### config.mk
export PLATFORM = sky130hd
export DESIGN_NAME = rpp_result_proc
export DESIGN_NICKNAME = d
export VERILOG_FILES = /design/src/rtl/rpp_pkg.sv /design/src/rtl/rpp_averager.sv /design/src/rtl/rpp_adjust.sv /design/src/rtl/rpp_store.sv /design/src/rtl/rpp_result_proc.sv
export SDC_FILE = /design/constraint.sdc
export NUM_CORES = 1
export LEC_CHECK = 0
export BUFFER_PORTS_ARGS = -buffer_cell sky130_fd_sc_hd__buf_4
export CORE_MARGIN = 4
export CORE_UTILIZATION = 55
export DETAILED_ROUTE_END_ITERATION = 8
export GPL_ROUTABILITY_DRIVEN = 0
export PLACE_DENSITY = 0.76
export SYNTH_ARGS = -nofsm -noshare
export SYNTH_HDL_FRONTEND = slang
export SYNTH_SLANG_ARGS = --single-unit
### constraint.sdc
create_clock -name clk -period 7 [get_ports clk]
set_clock_uncertainty 0.1 [all_clocks]
set_input_delay 1.05 -clock clk [delete_from_list [all_inputs] [get_ports clk]]
set_output_delay 1.05 -clock clk [all_outputs]
set_load 0.03 [all_outputs]
### src/rtl/rpp_pkg.sv
package rpp_pkg;
  localparam int DW = 12;

  typedef enum logic [1:0] {
    CMP_BELOW    = 2'd0,
    CMP_AT_LEAST = 2'd1,
    CMP_OUTSIDE  = 2'd2,
    CMP_INSIDE   = 2'd3
  } cmp_mode_e;

  // number of right-shift bits for an averaging code; 0 means bypass
  function automatic logic [2:0] avg_shift(input logic [2:0] code);
    return (code < 3'd4) ? (code + 3'd2) : 3'd0;
  endfunction

  // offset application with clamping to the unsigned range
  function automatic logic [DW-1:0] offset_apply(input logic [DW-1:0] v,
                                                 input logic [DW-1:0] o,
                                                 input logic sub);
    logic [DW:0] s;
    if (sub) begin
      s = {1'b0, v} - {1'b0, o};
      return s[DW] ? '0 : s[DW-1:0];
    end else begin
      s = {1'b0, v} + {1'b0, o};
      return s[DW] ? '1 : s[DW-1:0];
    end
  endfunction

  function automatic logic cmp_eval(input cmp_mode_e m, input logic [DW-1:0] v,
                                    input logic [DW-1:0] a, input logic [DW-1:0] b);
    logic lo, hi, ordered;
    lo      = v < a;
    hi      = v > b;
    ordered = a <= b;
    case (m)
      CMP_BELOW:    return lo;
      CMP_AT_LEAST: return !lo;
      CMP_OUTSIDE:  return ordered ? (lo || hi) : (lo && hi);
      default:      return ordered ? (!lo && !hi) : (!lo || !hi);
    endcase
  endfunction
endpackage

### src/rtl/rpp_averager.sv
module rpp_averager
  import rpp_pkg::*;
#(
  parameter int DATA_W   = DW,
  parameter int MAX_LOG2 = 5
) (
  input  logic              clk,
  input  logic              rst_n,
  input  logic              in_valid,
  input  logic [DATA_W-1:0] in_data,
  input  logic [2:0]        avg_code,
  output logic              out_valid,
  output logic [DATA_W-1:0] out_data
);
  localparam int ACC_W = DATA_W + MAX_LOG2;
  localparam int CNT_W = MAX_LOG2 + 1;

  logic [ACC_W-1:0] acc_q;
  logic [CNT_W-1:0] cnt_q;
  logic [2:0]       shift;
  logic             bypass;
  logic             last;
  logic [ACC_W-1:0] sum_nx;
  logic [ACC_W-1:0] mean;
  logic [CNT_W-1:0] limit;

  always_comb begin
    shift  = avg_shift(avg_code);
    bypass = (shift == 3'd0);
    limit  = CNT_W'((1 << shift) - 1);
    last   = (cnt_q == limit);
    sum_nx = acc_q + ACC_W'(in_data);
    mean   = sum_nx >> shift;
  end

  assign out_valid = in_valid && (bypass || last);
  assign out_data  = bypass ? in_data : mean[DATA_W-1:0];

  always_ff @(posedge clk or negedge rst_n) begin
    if (!rst_n) begin
      acc_q <= '0;
      cnt_q <= '0;
    end else if (in_valid) begin
      if (bypass || last) begin
        acc_q <= '0;
        cnt_q <= '0;
      end else begin
        acc_q <= sum_nx;
        cnt_q <= cnt_q + 1'b1;
      end
    end
  end
endmodule

### src/rtl/rpp_adjust.sv
module rpp_adjust
  import rpp_pkg::*;
#(
  parameter int DATA_W = DW
) (
  input  logic [DATA_W-1:0] val_in,
  input  logic [DATA_W-1:0] ofs_val,
  input  logic              ofs_sub,
  input  logic              cmp_en,
  input  logic [1:0]        cmp_mode,
  input  logic [DATA_W-1:0] thr_a,
  input  logic [DATA_W-1:0] thr_b,
  output logic [DATA_W-1:0] val_out,
  output logic              pass
);
  always_comb begin
    val_out = offset_apply(val_in, ofs_val, ofs_sub);
    pass    = !cmp_en || cmp_eval(cmp_mode_e'(cmp_mode), val_out, thr_a, thr_b);
  end
endmodule

### src/rtl/rpp_store.sv
module rpp_store #(
  parameter int DATA_W = 12
) (
  input  logic              clk,
  input  logic              rst_n,
  input  logic              fin_valid,
  input  logic              pass,
  input  logic [DATA_W-1:0] val,
  input  logic              ovw_en,
  input  logic              dma_en,
  input  logic              irq_en,
  input  logic              flag_clr,
  output logic              accept,
  output logic [DATA_W-1:0] result,
  output logic              done_flag,
  output logic              dma_req,
  output logic              irq_req
);
  logic flag_nx;

  always_comb begin
    accept  = fin_valid && pass && (!done_flag || ovw_en);
    flag_nx = accept ? 1'b1 : (flag_clr ? 1'b0 : done_flag);
  end

  always_ff @(posedge clk or negedge rst_n) begin
    if (!rst_n) begin
      result    <= '0;
      done_flag <= 1'b0;
      dma_req   <= 1'b0;
      irq_req   <= 1'b0;
    end else begin
      if (accept) result <= val;
      done_flag <= flag_nx;
      dma_req   <= accept && dma_en;
      irq_req   <= flag_nx && irq_en;
    end
  end
endmodule

### src/rtl/rpp_result_proc.sv
module rpp_result_proc #(
  parameter int DATA_W   = 12,
  parameter int MAX_LOG2 = 5
) (
  input  logic              clk,
  input  logic              rst_n,
  input  logic              raw_valid,
  input  logic [DATA_W-1:0] raw_data,
  input  logic [2:0]        avg_sel,
  input  logic [DATA_W-1:0] ofs_val,
  input  logic              ofs_sub,
  input  logic              cmp_en,
  input  logic [1:0]        cmp_mode,
  input  logic [DATA_W-1:0] thr_a,
  input  logic [DATA_W-1:0] thr_b,
  input  logic              ovw_en,
  input  logic              dma_en,
  input  logic              irq_en,
  input  logic              flag_clr,
  output logic [DATA_W-1:0] result,
  output logic              done_flag,
  output logic              dma_req,
  output logic              irq_req
);
  logic              fin_valid;
  logic [DATA_W-1:0] fin_data;
  logic [DATA_W-1:0] adj_data;
  logic              cmp_pass;
  logic              accept;

  rpp_averager #(.DATA_W(DATA_W), .MAX_LOG2(MAX_LOG2)) u_avg (
    .clk(clk), .rst_n(rst_n), .in_valid(raw_valid), .in_data(raw_data),
    .avg_code(avg_sel), .out_valid(fin_valid), .out_data(fin_data)
  );

  rpp_adjust #(.DATA_W(DATA_W)) u_adj (
    .val_in(fin_data), .ofs_val(ofs_val), .ofs_sub(ofs_sub), .cmp_en(cmp_en),
    .cmp_mode(cmp_mode), .thr_a(thr_a), .thr_b(thr_b),
    .val_out(adj_data), .pass(cmp_pass)
  );

  rpp_store #(.DATA_W(DATA_W)) u_st (
    .clk(clk), .rst_n(rst_n), .fin_valid(fin_valid), .pass(cmp_pass),
    .val(adj_data), .ovw_en(ovw_en), .dma_en(dma_en), .irq_en(irq_en),
    .flag_clr(flag_clr), .accept(accept), .result(result),
    .done_flag(done_flag), .dma_req(dma_req), .irq_req(irq_req)
  );
endmodule

# Yosys cells after proc, flatten, opt, wreduce, memory -nomap -nowiden
# Cells that the tools add are included.
# totals
word_cells,51
input_bits,62
ff_bits,38
latch_bits,0
n_memories,0
mem_bits_ro,0
mem_bits_rw,0
out_inout_bits,15
# classes
addsub,6
mul,0
shifts,2
eq_ne,3
n_div,0
mux,12
bitwise,0
n_reduce_logical,18
order_cmp,4
# ops
cell,n
12-bit two-way mux,4
17-bit by 12-bit adder with 17-bit output,1
17-bit two-way mux,1
17-bit by 3-bit right shift with 12-bit output,1
12-bit by 12-bit adder with 13-bit output,1
12-bit by 12-bit subtractor with 13-bit output,1
12-bit greater-than comparator,1
12-bit less-or-equal comparator,1
12-bit < comparator,1
1-bit logical AND,7
6-bit by 1-bit adder with 6-bit output (second input constant),1
6-bit equality test,1
6-bit two-way mux,1
1-bit by 3-bit << shifter with 6-bit output (first input constant),1
6-bit by 2-bit subtractor with 6-bit output (second input constant),1
1-bit logical OR,5
1-bit zero test,4
1-bit two-way mux,4
3-bit by 2-bit adder with 3-bit output (second input constant),1
3-bit zero test,1
3-bit < comparator (second input constant),1
3-bit two-way mux,1
1-bit one-hot mux with 3 select lines,1
2-bit by 1-bit equality test with 1-bit output (second input constant),1
2 further kinds,2

# Depth between registers and ports, before layout
# logic_depth
word_depth,17
depth_mapped,30
mapped_depth_nobuf,28

# Modules after synthesis
# Synthesis repeated with hierarchy kept, for this count alone.
# hier_totals
hier_cells,648
hier_area_um2,5301.3
# modules_own_cells
mod,area_per_inst_um2,cells_per_inst,instances,seq_area_each_um2
rpp_averager,2423.6,296,1,575.6
rpp_adjust,2269.7,316,1,0.0
rpp_store,608.1,36,1,375.4

# Worst setup path after synthesis
# Ideal clock, no wire load.
# synth_path
kind,input -> register
from,input raw_data[0]
to,register u_st.result[10]
stages,28
setup_time_ns,0.125
slack_ns,-0.172
t_required_ns,6.775
n_path_buf,1
arrival_ns,6.947
path_cell_list,ha_1 > inv_1 > fa_1 > nor2b_1 > o31a_1 > o32ai_2 > o211a_1 > or3_1 > nor3_1 > nor3b_1 > o32a_1 > ha_1 > and4_4 > o211ai_4 > o211ai_4 > inv_1 > nor2_1 > a221oi_1 > o21ai_0 > ha_1 > a21boi_0 > o311a_1 > o21ai_0 > and4_1 > o221ai_1 > a31oi_4 > buf_8 > mux2_4
# synth_between
elab_chain_len,14
elab_cells_between_ends,22
classes_between,add/sub: 3; order compare: 2; shift: 1; mux: 7; reduce/logical: 9
# synth_rtl
element,line_no,rtl
start: declaration,rpp_result_proc.sv:8,"input logic [DATA_W-1:0] raw_data,"
17-bit by 12-bit adder with 17-bit output,rpp_averager.sv:32,sum_nx = acc_q + ACC_W'(in_data);
17-bit by 3-bit right shift with 12-bit output,rpp_averager.sv:33,mean = sum_nx >> shift;
12-bit two-way mux (*),rpp_averager.sv:37,assign out_data = bypass ? in_data : mean[DATA_W-1:0];
12-bit by 12-bit adder with 13-bit output / 12-bit by 12-bit subtractor with 13-bit output (equally long branches),"rpp_pkg.sv:25, rpp_pkg.sv:22",
"12-bit two-way mux, on equally long branches","rpp_pkg.sv:26, rpp_pkg.sv:23",
12-bit two-way mux (*),rpp_pkg.sv:21,if (sub) begin
named net adj_data[9],rpp_result_proc.sv:27,logic [DATA_W-1:0] adj_data;
12-bit < comparator / 12-bit greater-than comparator (equally long branches),"rpp_pkg.sv:33, rpp_pkg.sv:34",
"1-bit zero test, on equally long branches","rpp_pkg.sv:38, rpp_pkg.sv:40",
1-bit logical OR / 1-bit logical AND (equally long branches),rpp_pkg.sv:40,default: return ordered ? (!lo && !hi) : (!lo || !hi);
1-bit two-way mux,rpp_pkg.sv:40,
1-bit one-hot mux with 3 select lines (*),rpp_pkg.sv:36,case (m)
1-bit logical OR (*),rpp_adjust.sv:18,"pass = !cmp_en || cmp_eval(cmp_mode_e'(cmp_mode), val_out, thr_a, thr_b);"
1-bit logical AND (*) (2 in series),rpp_store.sv:22,accept = fin_valid && pass && (!done_flag || ovw_en);
end signal: assignment,rpp_store.sv:33,if (accept) result <= val;
end: declaration,rpp_store.sv:14,"output logic [DATA_W-1:0] result,"
# Mark *: on every way through the listed nets, which the timed path passes. The rest lies on a longest branch.
# A chain may end at the register's enable or synchronous reset.

# Worst setup path after layout
# layout_path
from,input raw_data[0]
to,register u_st.result[7]
# layout_between
elab_chain_len,14
elab_cells_between_ends,22
classes_between,add/sub: 3; order compare: 2; shift: 1; mux: 7; reduce/logical: 9
# layout_rtl
element,line_no
17-bit by 12-bit adder with 17-bit output,rpp_averager.sv:32
17-bit by 3-bit right shift with 12-bit output,rpp_averager.sv:33
12-bit two-way mux (*),rpp_averager.sv:37
12-bit by 12-bit adder with 13-bit output / 12-bit by 12-bit subtractor with 13-bit output (equally long branches),"rpp_pkg.sv:25, rpp_pkg.sv:22"
"12-bit two-way mux, on equally long branches","rpp_pkg.sv:26, rpp_pkg.sv:23"
12-bit two-way mux (*),rpp_pkg.sv:21
named net adj_data[7],rpp_result_proc.sv:27
12-bit < comparator / 12-bit greater-than comparator (equally long branches),"rpp_pkg.sv:33, rpp_pkg.sv:34"
"1-bit zero test, on equally long branches","rpp_pkg.sv:38, rpp_pkg.sv:40"
1-bit logical OR / 1-bit logical AND (equally long branches),rpp_pkg.sv:40
1-bit two-way mux,rpp_pkg.sv:40
1-bit one-hot mux with 3 select lines,rpp_pkg.sv:36
1-bit logical OR,rpp_adjust.sv:18
1-bit logical AND (2 in series),rpp_store.sv:22
# Marked as above.

==> reports/metrics.yaml <==
sta:
  period_share_pct: 104
  timing.final.ws_setup_ns: -0.247
  rsz0062_at_grt: "yes"
  finalHoldViolCount: 0
  layout_min_cycle_time_ns: 7.25
  slew_headroom_pct: 53.6
  setup_viol: 15
  drv_slew: 0
  hold_ws_ns: 0.402
  worstMarginPinSlew_ns: 0.692
  fmax_ghz: 0.138
hold_path:
  hold_class: "register to register"
place:
  post_dp_cell_area_um2: 6560
  hpwl_um: 12300
  place_ws_ns: -0.541
  numPortBuffers: 76
cts:
  cts_max_path_buffers: 2
  cts_root_buf: "clkbuf_8"
  clk_pin_slew_ns: 0.09
  postCtsHoldBufs: 0
  cts.sink_count: 38
  insertion_delay_ns: 0.31
  htreeDepth: 2
  cts_tree: "built"
  cts_buffers: 5
pwr:
  peakVddDrop_uv: 160
  total_leakage_power_nw: 3.55
  powerDensity_nw_per_um2: 301
global_route:
  overflow: 0
  antenna_found_initial: 0
  grt_pass1_vias: 5499
  grt_max_degree: 39
  grt_use_total_pct: 28.0
  grt_pass1_wl_um: 25800
drt:
  detail-route-antenna-nets: 0
  drtIter0Drc: 448
  via_count: 5983
  drt_wl_total_um: 18200
  viasPerCell: 6.33
  wl_per_cell_um: 19.2
  drcViolationCount: 0
  drtPass1Iterations: 5
worst_setup_path:
  cp.arrival_ns: 7.32
  crit_type: "input pin to register"
  cpPeakStageDelay_ns: 0.39
  cp-start-kind: "input pin"
  cp_max_fo: 8
  end_kind: "register"
  crit_slowest_cell: "o32a_1"
  worstPathRequired_ns: 7.08
outcome:
  violations: "setup timing"
  status: "finished, violations left"
job:
  drv_cap: 0
final_layout:
  area_growth_syn_to_layout_pct: 43.4
  antenna_cells: 0
  nets: 972
  drive_gt1_share_pct: 38.7
  final_cell_mix: "200 x buf_4, 63 x ha_1, 59 x inv_1"
  stdcell_area_um2: 7370
  final_common_cell: "buf_4"
floorplan:
  io_pins: 77
  core-area_um2: 9150
  initial_core_util_pct: 56.1
  die_x_um: 105
  rows: 35
  die_area_um2: 11000
  fp.dieH_um: 105
synth:
  ys_types: 76
  synth_top_area_share_pct: 18.5
  ys_top_cells_by_area: "dfrtp_1 19%, ha_1 18%, o21ai_0 4.7%, inv_1 4.5%, a21oi_1 4.3%"
  ys_warn_count: 0
  ys.flop_type: "dfrtp_1"
  synth-async-reset-ratio_pct: 100
  synth_nets: 778
  avgSynthCellArea_um2: 8.04
  synth_edf_count: 0
  ys_ff_latch: 38
  ys_seq_area_share_pct: 18.5
  netlist_area_um2: 5140
  netlist_instances: 639
  synth_area_leader_cell: "dfrtp_1"
-- cell type report --
class                      instances  area [µm²]
tap                              111         139
clock buffer                       6        82.6
timing repair buffer             212        1670
fill                             550        1780
clock inverter                     2        12.5
multi-input combinational        511        4270
inverter                          65         246
sequential                        38         951
-- repair_timing --
item / CTS / global route
gates cloned: 1 / 0
endpoints found under the setup margin: 15 / 15
resized for setup: 28 / 85
pin swaps: 20 / 28
buffers inserted: 7 / 19
-- logic make-up (layout without fill, tap and decap cells) --
family	Yosys count	count (layout)	synth area share, %
adder cells (fa/ha/maj)	77	77	19.2
AO/OA/AOI/OAI	210	210	28.4
XOR/XNOR	18	18	3.07
multiplexers	29	29	6.50
other	1	1	0.0730
buffers and inverters	90	285	7.13
flip-flops	38	38	18.5
AND/OR/NAND/NOR	176	176	17.1
-- synthesized netlist by cell type (3+ instances only) --
| cell type | instances |
|---|---|
| and3_1 | 5 |
| clkbuf_1 | 15 |
| nand2b_1 | 8 |
| mux2_4 | 6 |
| o311a_1 | 3 |
| nand4_1 | 5 |
| o22ai_1 | 6 |
| a221oi_1 | 3 |
| a21o_1 | 17 |
| ha_1 | 74 |
| o211ai_1 | 9 |
| o311ai_0 | 4 |
| buf_4 | 4 |
| xnor2_1 | 12 |
| buf_1 | 3 |
| nor3b_1 | 3 |
| o2bb2ai_1 | 8 |
| nor2_1 | 46 |
| fa_1 | 3 |
| nor3_1 | 14 |
| o31ai_1 | 6 |
| and4_1 | 4 |
| nand2_1 | 42 |
| and2_1 | 4 |
| or3_1 | 7 |
| mux2_2 | 11 |
| a31oi_1 | 6 |
| nand3_1 | 16 |
| o21ai_0 | 48 |
| o21a_1 | 16 |
| a211oi_1 | 10 |
| nor2b_1 | 6 |
| mux2i_1 | 12 |
| nand3b_1 | 5 |
| dfrtp_1 | 38 |
| xor2_1 | 6 |
| a21oi_1 | 44 |
| or2_2 | 3 |
| inv_1 | 61 |
-- per-stage QoR --
stage / cells / TNS [ns] / util (%) / power [mW]
after global routing: 945 / -4.65 / 80.5 / 2.34
final: 945 / -2.91 / 80.5 / 2.22
after CTS: 926 / 0 / 74.9 / 1.95
after floorplan: 639 / 0 / - / 1.17
after global placement: 910 / -3.43 / 71.7 / 1.67
after detailed placement: 910 / -7.29 / 71.7 / 1.71
-- routing by layer --
layer,global-route usage (%),part of all wire [%],up-vias
met5,0,0,-
met4,7.50,4.2,0
met3,4.26,7.3,89
met2,48.5,49,360
met1,36.3,40,2821
li1,-,-,2713
-- report_power, final --
| group | leakage [nW] | total, mW | internal, mW | switching [mW] |
|---|---|---|---|---|
| Combinational | 3.01 | 1.71 | 0.830 | 0.878 |
| Clock | 0.0472 | 0.172 | 0.0795 | 0.0923 |
| Sequential | 0.491 | 0.336 | 0.284 | 0.0522 |
| Total | 3.55 | 2.22 | 1.19 | 1.02 |
-- worst paths after layout --
kind                       cells after the start             end            from  slack [ns]
min in group asynchronous                      1  u_st.result[1]           rst_n        0.63
max in group asynchronous                      1  u_st.result[7]           rst_n        5.78
hold / removal                                 1  u_avg.acc_q[4]  u_avg.acc_q[4]        0.40
setup reg to reg                              30  u_st.result[7]  u_avg.acc_q[0]        0.13
hold reg to reg                                1  u_avg.acc_q[4]  u_avg.acc_q[4]        0.40
setup / recovery                              31  u_st.result[7]     raw_data[0]       -0.25
-- critical path, delay by kind of cell --
family | cells | cell delay, ns
compound gates | 15 | 3.32
xor+xnor | 1 | 0.20
fa+ha+maj | 4 | 1.03
buf+inv | 6 | 0.67
mux | 1 | 0.29
simple gates | 4 | 0.72
-- flip-flops by register name, summed over array words and instances (netlist names) --
signal and flops:
u_st.done_flag 1, u_avg.cnt_q 6, u_st.dma_req 1, u_st.result 12, u_st.irq_req 1, u_avg.acc_q 17
Power figures use the tool's default switching activity.
